`config.mk`:
```
export PLATFORM = sky130hd
export DESIGN_NAME = bcd_react_timer
export DESIGN_NICKNAME = d
export VERILOG_FILES = /design/src/rtl/rct_pkg.sv /design/src/rtl/rct_digit.sv /design/src/rtl/rct_ctrl.sv /design/src/rtl/bcd_react_timer.sv
export SDC_FILE = /design/constraint.sdc
export NUM_CORES = 1
export LEC_CHECK = 0
export ABC_AREA = 0
export BUFFER_PORTS_ARGS = -buffer_cell sky130_fd_sc_hd__buf_4
export CAP_MARGIN = 25
export CORE_UTILIZATION = 40
export CTS_CLUSTER_SIZE = 12
export DETAILED_ROUTE_END_ITERATION = 16
export GPL_ROUTABILITY_DRIVEN = 1
export PLACE_DENSITY_LB_ADDON = 0.25
export SKIP_LAST_GASP = 1
export SYNTH_ARGS = -nofsm -noshare
export SYNTH_HDL_FRONTEND = slang
export SYNTH_SLANG_ARGS = --single-unit
export TNS_END_PERCENT = 5
```
`constraint.sdc`:
```
create_clock -name clk -period 2.9 [get_ports clk]
set_input_delay 0.435 -clock clk [delete_from_list [all_inputs] [get_ports clk]]
set_output_delay 0.435 -clock clk [all_outputs]
set_load 0.1 [all_outputs]
```
`src/rtl/rct_pkg.sv`:
```
package rct_pkg;
    localparam int BCD_W = 4;
    typedef logic [BCD_W-1:0] bcd_t;

    typedef enum logic [1:0] {
        MODE_ARMED = 2'd0,
        MODE_RUN   = 2'd1,
        MODE_HOLD  = 2'd2
    } mode_e;

    typedef struct packed {
        mode_e mode;
        logic  minus;
    } ctrl_state_t;
endpackage

```
`src/rtl/rct_digit.sv`:
```
module rct_digit
    import rct_pkg::*;
#(
    parameter bcd_t RESET_VAL = '0
) (
    input  logic clk,
    input  logic rst_n,
    input  logic load_i,
    input  bcd_t load_val_i,
    input  logic step_i,
    input  logic up_i,
    output logic step_o,
    output bcd_t q_o
);
    bcd_t q_d, q_q;

    always_comb begin
        q_d    = q_q;
        step_o = step_i && (up_i ? (q_q == 4'd9) : (q_q == 4'd0));
        if (load_i) begin
            q_d = load_val_i;
        end else if (step_i) begin
            if (up_i) q_d = (q_q == 4'd9) ? 4'd0 : q_q + 4'd1;
            else      q_d = (q_q == 4'd0) ? 4'd9 : q_q - 4'd1;
        end
    end

    always_ff @(posedge clk or negedge rst_n) begin
        if (!rst_n) q_q <= RESET_VAL;
        else        q_q <= q_d;
    end

    assign q_o = q_q;

    // every digit is a legal decimal value
    a_r2_digit_bcd: assert property (@(posedge clk) disable iff (!rst_n)
        q_q <= 4'd9);

    // a digit that is not stepped or loaded keeps its value
    a_r9_digit_hold: assert property (@(posedge clk) disable iff (!rst_n)
        (!step_i && !load_i) |=> $stable(q_q));
endmodule

```
`src/rtl/rct_ctrl.sv`:
```
module rct_ctrl
    import rct_pkg::*;
(
    input  logic clk,
    input  logic rst_n,
    input  logic init_i,
    input  logic start_stop_i,
    input  logic tick_i,
    input  logic zero_i,
    input  logic at_floor_i,
    output logic count_en_o,
    output logic count_up_o,
    output logic minus_o
);
    ctrl_state_t st_d, st_q;

    always_comb begin
        st_d       = st_q;
        count_en_o = !init_i && tick_i && (st_q.mode == MODE_RUN)
                     && !(st_q.minus && at_floor_i);
        count_up_o = st_q.minus || zero_i;
        if (init_i) begin
            st_d.mode  = MODE_ARMED;
            st_d.minus = 1'b0;
        end else begin
            if (count_en_o && zero_i && !st_q.minus) st_d.minus = 1'b1;
            if (start_stop_i) begin
                case (st_q.mode)
                    MODE_ARMED: st_d.mode = MODE_RUN;
                    MODE_RUN:   st_d.mode = MODE_HOLD;
                    default:    st_d.mode = MODE_HOLD;
                endcase
            end
        end
    end

    always_ff @(posedge clk or negedge rst_n) begin
        if (!rst_n) begin
            st_q.mode  <= MODE_ARMED;
            st_q.minus <= 1'b0;
        end else begin
            st_q <= st_d;
        end
    end

    assign minus_o = st_q.minus;

    // a frozen timer stays frozen until init
    a_r7_hold_sticky: assert property (@(posedge clk) disable iff (!rst_n)
        (st_q.mode == MODE_HOLD && !init_i) |=> (st_q.mode == MODE_HOLD));

    // nothing counts while armed
    a_r1_armed_idle: assert property (@(posedge clk) disable iff (!rst_n)
        (st_q.mode == MODE_ARMED) |-> !count_en_o);

    // init always returns to the armed state with a clear sign
    a_r8_init_state: assert property (@(posedge clk) disable iff (!rst_n)
        init_i |=> (st_q.mode == MODE_ARMED) && !st_q.minus);
endmodule

```
`src/rtl/bcd_react_timer.sv`:
```
module bcd_react_timer
    import rct_pkg::*;
#(
    parameter int NUM_DIGITS = 4,
    parameter int LOAD_TOP   = 1
) (
    input  logic                        clk,
    input  logic                        rst_n,
    input  logic                        tick_i,
    input  logic                        start_stop_i,
    input  logic                        init_i,
    output logic [NUM_DIGITS*BCD_W-1:0] digits_o,
    output logic                        minus_o,
    output logic                        zero_o
);
    localparam int DW = NUM_DIGITS * BCD_W;
    localparam logic [DW-1:0] LOAD_VEC = DW'(LOAD_TOP) << (DW - BCD_W);

    logic [NUM_DIGITS:0]   chain;
    logic [NUM_DIGITS-1:0] floor_ok;
    logic                  count_en, count_up, at_floor;

    assign chain[0] = count_en;

    for (genvar g = 0; g < NUM_DIGITS; g++) begin : g_digit
        localparam bcd_t DIG_INIT = (g == NUM_DIGITS - 1) ? bcd_t'(LOAD_TOP) : bcd_t'(0);
        bcd_t q;

        rct_digit #(.RESET_VAL(DIG_INIT)) i_digit (
            .clk        (clk),
            .rst_n      (rst_n),
            .load_i     (init_i),
            .load_val_i (DIG_INIT),
            .step_i     (chain[g]),
            .up_i       (count_up),
            .step_o     (chain[g+1]),
            .q_o        (q)
        );

        assign digits_o[g*BCD_W +: BCD_W] = q;
        if (g == NUM_DIGITS - 1) begin : g_top
            assign floor_ok[g] = (q == 4'd0);
        end else begin : g_low
            assign floor_ok[g] = (q == 4'd9);
        end
    end

    assign zero_o   = (digits_o == '0);
    assign at_floor = &floor_ok;

    rct_ctrl i_ctrl (
        .clk          (clk),
        .rst_n        (rst_n),
        .init_i       (init_i),
        .start_stop_i (start_stop_i),
        .tick_i       (tick_i),
        .zero_i       (zero_o),
        .at_floor_i   (at_floor),
        .count_en_o   (count_en),
        .count_up_o   (count_up),
        .minus_o      (minus_o)
    );

    // zero is never negative
    a_r3_zero_positive: assert property (@(posedge clk) disable iff (!rst_n)
        zero_o |-> !minus_o);

    // the sign rises only when stepping off zero onto one hundredth
    a_r4_sign_cross: assert property (@(posedge clk) disable iff (!rst_n)
        $rose(minus_o) |-> (digits_o == DW'(1)) && $past(zero_o));

    // the negative floor holds
    a_r6_floor_hold: assert property (@(posedge clk) disable iff (!rst_n)
        (minus_o && at_floor && !init_i) |=> $stable(digits_o) && minus_o);

    // init reloads the start value
    a_r8_init_load: assert property (@(posedge clk) disable iff (!rst_n)
        init_i |=> (digits_o == LOAD_VEC) && !minus_o);
endmodule

```
# Yosys cells after proc, flatten, opt, wreduce, memory -nomap -nowiden
# Cells that the tools add are included.
# totals
reg_bits	19
in_bits	5
out_inout_bits	18
word_cells	72
# op_classes
n_addsub	8
eq_ne	5
mux	27
reduce_logical	26
# ops
op	count
$mux W4	20
$add A4 B1 Y4 const B	4
$eq A4 B4 Y1 const B	4
$logic_not A16 Y1	1
$logic_not A4 Y1	4
$sub A4 B1 Y4 const B	4
$reduce_bool A2 Y1	6
$logic_and A1 B1 Y1	9
$mux W1	4
$mux W2	2
$reduce_and A4 Y1	1
$logic_not A1 Y1	3
$mux W3	1
$eq A2 B1 Y1 const B	1
$logic_not A2 Y1	1
$logic_or A1 B1 Y1	1

# Depth between registers and ports, before layout
# logic_depth
ltp_word	10
depth_mapped	7
ltp_nobuf	5

# Modules after synthesis
# From an unflattened synthesis, not the netlist that was laid out.
# hier_totals
hier_cells	208
hier_area_um2	1840.5
# by_module_without_submodules
mod	n_inst	cells_each	area_per_inst_um2
rct_digit at g_digit[0].i_digit ...	3	46	400.4
rct_digit at g_digit[3].i_digit	1	46	401.6
rct_ctrl	1	14	150.1
bcd_react_timer	1	10	87.6

# Least setup slack after synthesis
# Ideal clock, no wire load.
# synth_path
kind	flip-flop to flip-flop
start	register g_digit[1].i_digit.q_q[1]
end	register g_digit[1].i_digit.q_q[3]
setup_time_ns	0.134
arrival_ns	5.386
required_time_ns	2.766
path_slack_ns	-2.620
stages_incl_launch_ff	7
path_buffers	1
cell_sequence	dfrtp_1 > buf_6 > or4_4 > nor4_1 > o32ai_1 > nor4_1 > mux2i_1
# synth_rtl
item	line_no	text
start: declaration	rct_digit.sv:15	bcd_t q_d, q_q;
start signal: assignment	rct_digit.sv:30	else q_q <= q_d;
$logic_not A16 Y1 (*)	bcd_react_timer.sv:48	assign zero_o = (digits_o == '0);
named net zero_o	bcd_react_timer.sv:14	output logic zero_o
$logic_or A1 B1 Y1 (*)	rct_ctrl.sv:21	count_up_o = st_q.minus || zero_i;
$mux W4 or $mux W1 (tied branches)	rct_digit.sv:23, rct_digit.sv:19	
$mux W4 or $logic_and A1 B1 Y1 (tied branches)	rct_digit.sv:22, rct_digit.sv:19	
$mux W4 or $reduce_bool A2 Y1 (tied branches)	--	
# Mark *: on every way through the listed nets, which the timed path passes. The rest lies on a longest branch. The select of a mux whose other input is x is not followed.
# A chain may end at the register's enable or synchronous reset.

# Final worst setup path
# layout_path
start	register g_digit[1].i_digit.q_q[1]
end	register g_digit[1].i_digit.q_q[1]
# layout_between
elab_chain_len	7
# layout_rtl
item
branches (longest 7 deep; another with $sub A4 B1 Y4)
# Several ways; the timed one is not identified. The select of a mux whose other input is x is not followed.

==> impl_results.rst <==
.. list-table::
   :header-rows: 1

   * - Metric
     - Value
   * - Effective utilization at floorplan
     - 42.46%
   * - Yosys warning count
     - 0
   * - Synth cell types
     - 60
   * - Unrepaired setup endpoints after global routing
     - false
   * - Hold buffer count at cts
     - 0
   * - R2R Setup Slk
     - 0.28 ns
   * - Element type at the critical path start
     - flop
   * - Sw power
     - approximately 0.30 mW
   * - CTS root buffer
     - clkbuf_8
   * - Post-cts sizing count
     - 0
   * - Count of buffers from port buffering
     - 22
   * - Number of clock sinks
     - 19
   * - Total Die Area
     - 4200 um2
   * - Number of enable-type register cells in the synthesized netlist
     - 0
   * - Depth of the worst register-to-register path
     - 5
   * - Portion of the post-synthesis area used by sequential elements
     - 30.21%
   * - Combined area of the multi-input logic cells
     - just under 1000 um2
   * - CP Launch Point
     - g_digit[1].i_digit.q_o[1]$_DFFE_PN0P_
   * - Non-filler cells, final
     - 239
   * - Final core occ
     - 48.42%
   * - TNS Setup
     - 0 ns
   * - N_diodes
     - 0
   * - # H-tree levels
     - 1
   * - Endpoints failing setup
     - 0
   * - Critical R2R Launch
     - g_digit[1].i_digit.q_o[1]$_DFFE_PN0P_
   * - Endpoints failing hold
     - 0
   * - Minimum clock period after layout
     - 2.618 ns
   * - WP data arrival
     - 2.77 ns
   * - Post-DRT Antenna Nets
     - 0
   * - Maximum number of pins on one net before global-route repair
     - 23
   * - Share of the clock period used by the worst path after layout
     - 90.29%
   * - Routed wire length per instance
     - 14.73 um
   * - DRT Wirelength
     - 3.520 mm
   * - Number of global-route vias before repair
     - 1367
   * - Async S/R FF share, synth
     - 100.0%
   * - Clock transition at path regs
     - 0.08 ns
   * - IO Count
     - 23
   * - Number of design rule violations left after detail routing
     - 0
   * - Core Box Area
     - 3716 um2
   * - Highest attainable clock frequency
     - ~0.38 GHz
   * - Sequential power share
     - 40.8%
   * - Nets
     - ~200
   * - Worst setup skew after layout
     - 0.004905 ns
   * - Inst Count DP
     - about 240
   * - Chip Height
     - 64.81 um
   * - Number of buffers inserted by post-CTS setup repair
     - 0
   * - Total buffers and inverters traversed by the critical path
     - 0
   * - Die X-Extent
     - 64.81 um
   * - Final weighted congestion of routability-driven global placement
     - just under 0.9
   * - Power density normalized to cell area
     - 421.2 nW/um2
   * - Fraction of power spent switching nets
     - 39.01%
   * - Most used cells in the layout excluding fill and tap cells
     - 24 x buf_4, 17 x nor2_1, 13 x nand2_1, 13 x dfrtp_2
   * - Number of buffers on the longest clock path
     - 2
   * - Number of max-slew violations in the final report
     - 0
   * - Largest stage delay on the critical path
     - 0.60 ns
   * - Leak
     - 0.6864 nW
   * - Std-Cell Rows
     - 22
   * - Predominant post-synthesis flop cell
     - dfrtp_1
   * - Result of the run
     - finished clean
   * - TritonCTS clock tree
     - built
   * - Global-route usage over all layers
     - 18.62%
   * - Average footprint of a synthesized cell
     - 8.669 um2
   * - Start-to-end type of the worst setup path
     - flop to flop
   * - Via count
     - 1454
   * - Via density
     - 6.084
   * - Initial antenna violation count
     - 0
   * - Comb pwr share
     - approximately a third
   * - Slack of the critical path
     - 0.2817 ns
   * - GR Overflow Total
     - 0
   * - Total CTS buffers
     - 3
   * - P&R area growth vs syn
     - 14.04%
   * - Half-perimeter wire length after detailed placement
     - 2.490 mm
   * - Crit path required time
     - 3.05 ns
   * - Slowest cell on the critical path
     - or4_4
   * - Source-to-sink clock delay at the later pin of the worst-skew pair
     - 0.26 ns
   * - Peak ir drop on the vdd network
     - between 200 and 250 uV
   * - Number of maximum-capacitance constraint violations
     - 0
   * - Cell family with the largest share of critical-path delay
     - compound AO/OA/AOI/OAI gates
   * - Worst setup timing slack at the placement stage
     - 0.2927 ns
   * - CP endpoint kind
     - flop
   * - Relative contribution of the clock network to total power
     - around a quarter
   * - Class of the worst hold path
     - input pin to asynchronous set/reset pin
   * - Area after detailed placement
     - 1754 um2
   * - Critical path depth in cells
     - 5
   * - Most common cell after layout, fill and taps aside
     - buf_4
   * - Gate count after technology mapping
     - 182
   * - Worst slew pin tran
     - 0.6906 ns
   * - Layout cells sized above 1
     - 32.46%
   * - CP Capture Point
     - g_digit[1].i_digit.q_o[1]$_DFFE_PN0P_
   * - Number of fill cells in the layout
     - 366
   * - Crit Path Max Fanout
     - 13
   * - End of the worst register-to-register path
     - g_digit[1].i_digit.q_o[1]$_DFFE_PN0P_
   * - Global-route wire length before repair
     - 6.237 mm
   * - Number of flip-flops and latches in the synthesized netlist
     - 19
   * - Count of TritonRoute iterations in the first routing pass
     - 4
   * - Net count of the mapped netlist
     - about 190
   * - Cell-by-cell listing of the critical path
     - or4_4, o41a_4, mux2i_4, o21a_1, a221o_1
   * - Sequential Area
     - 500.5 um2
   * - Internal power
     - ~0.46 mW
   * - Non-Filler Cell Area, Final
     - 1799 um2
   * - Slew headroom
     - 53.96%
   * - Post-synthesis instance area
     - 1578 um2
   * - Number of violations reported at the end of detailed-routing iteration 0
     - 114
power groups by stage:
stage,Clock [mW],Sequential [mW],Combinational [mW]
after floorplan,0,0.374,0.149
after global placement,0,0.313,0.250
after detailed placement,0,0.314,0.253
after CTS,0.197,0.309,0.254
after global routing,0.207,0.314,0.273
final,0.195,0.309,0.254
cell type report:
class	count	area share, %
Multi-Input combinational cell	138	55.08
Sequential cell	19	27.82
Timing Repair Buffer	24	10.01
Tap cell	48	3.338
Clock buffer	4	2.503
Inverter	6	1.252
how the worst min path moves through the flow:
stage,startpoint,to
final,rst_n,i_ctrl.minus_o$_DFFE_PN0P_
after global routing,rst_n,g_digit[3].i_digit.q_o[2]$_DFFE_PN0P_
after CTS,rst_n,i_ctrl.minus_o$_DFFE_PN0P_
after detailed placement,rst_n,g_digit[3].i_digit.q_o[2]$_DFFE_PN0P_
after global placement,rst_n,g_digit[3].i_digit.q_o[2]$_DFFE_PN0P_
after floorplan,rst_n,g_digit[0].i_digit.q_o[0]$_DFFE_PN0P_
logic make-up after synthesis:
logic type / after synthesis / share of synthesized area (%)
muxes: 5 / 4.044
DFF: 19 / 30.21
and+or+nand+nor: 71 / 26.64
AOI/OAI and AO/OA: 56 / 27.60
buffers and inverters: 25 / 8.168
xor gates and xnor gates: 6 / 3.331
metal layers:
metal | GRT usage [%] | vias to the layer above | wire length [um]
met1 | 24.07 | 703 | 1641
met4 | 4.722 | 0 | 27
met5 | 0 | - | 0
li1 | - | 713 | -
met2 | 32.16 | 33 | 1711
met3 | 2.641 | 5 | 139
registers in the layout (all words and copies together) (netlist names):
register and cells:
i_ctrl.st_q 2, i_ctrl.minus_o 1, g_digit.i_digit.q_o 16
cell usage after synthesis (3+ instances only):
| cell | instances | area, um2 |
|---|---|---|
| a211oi_1 | 8 | 60.06 |
| a21oi_1 | 6 | 30.03 |
| a31oi_1 | 4 | 25.02 |
| buf_2 | 4 | 20.02 |
| buf_6 | 4 | 45.04 |
| clkbuf_1 | 9 | 33.78 |
| dfrtp_1 | 18 | 450.4 |
| inv_1 | 6 | 22.52 |
| mux2i_1 | 3 | 30.03 |
| nand2_1 | 13 | 48.80 |
| nand3_1 | 3 | 15.01 |
| nor2_1 | 17 | 63.81 |
| nor3_1 | 5 | 25.02 |
| nor4_1 | 7 | 43.79 |
| o21a_1 | 3 | 22.52 |
| o21ai_0 | 8 | 40.04 |
| o22ai_1 | 3 | 18.77 |
| or3_1 | 3 | 18.77 |
| or4_1 | 3 | 22.52 |
| xnor2_1 | 4 | 35.03 |
worst reg2reg max path, cell delays in order (launching register included):
cell	delay, ns
dfrtp_4	0.53
or4_4	0.60
o41a_4	0.58
mux2i_4	0.23
o21a_1	0.23
a221o_1	0.34
stage by stage:
step | hold slack [ns] | power (mW)
finish | 0.04105 | 0.7579
global route | 0.05739 | 0.7935
CTS | 0.05171 | 0.7599
detailed placement | 0.3331 | 0.5675
global placement | 0.3282 | 0.5625
floorplan | 0.1394 | 0.5224
Power figures use the tool's default switching activity.
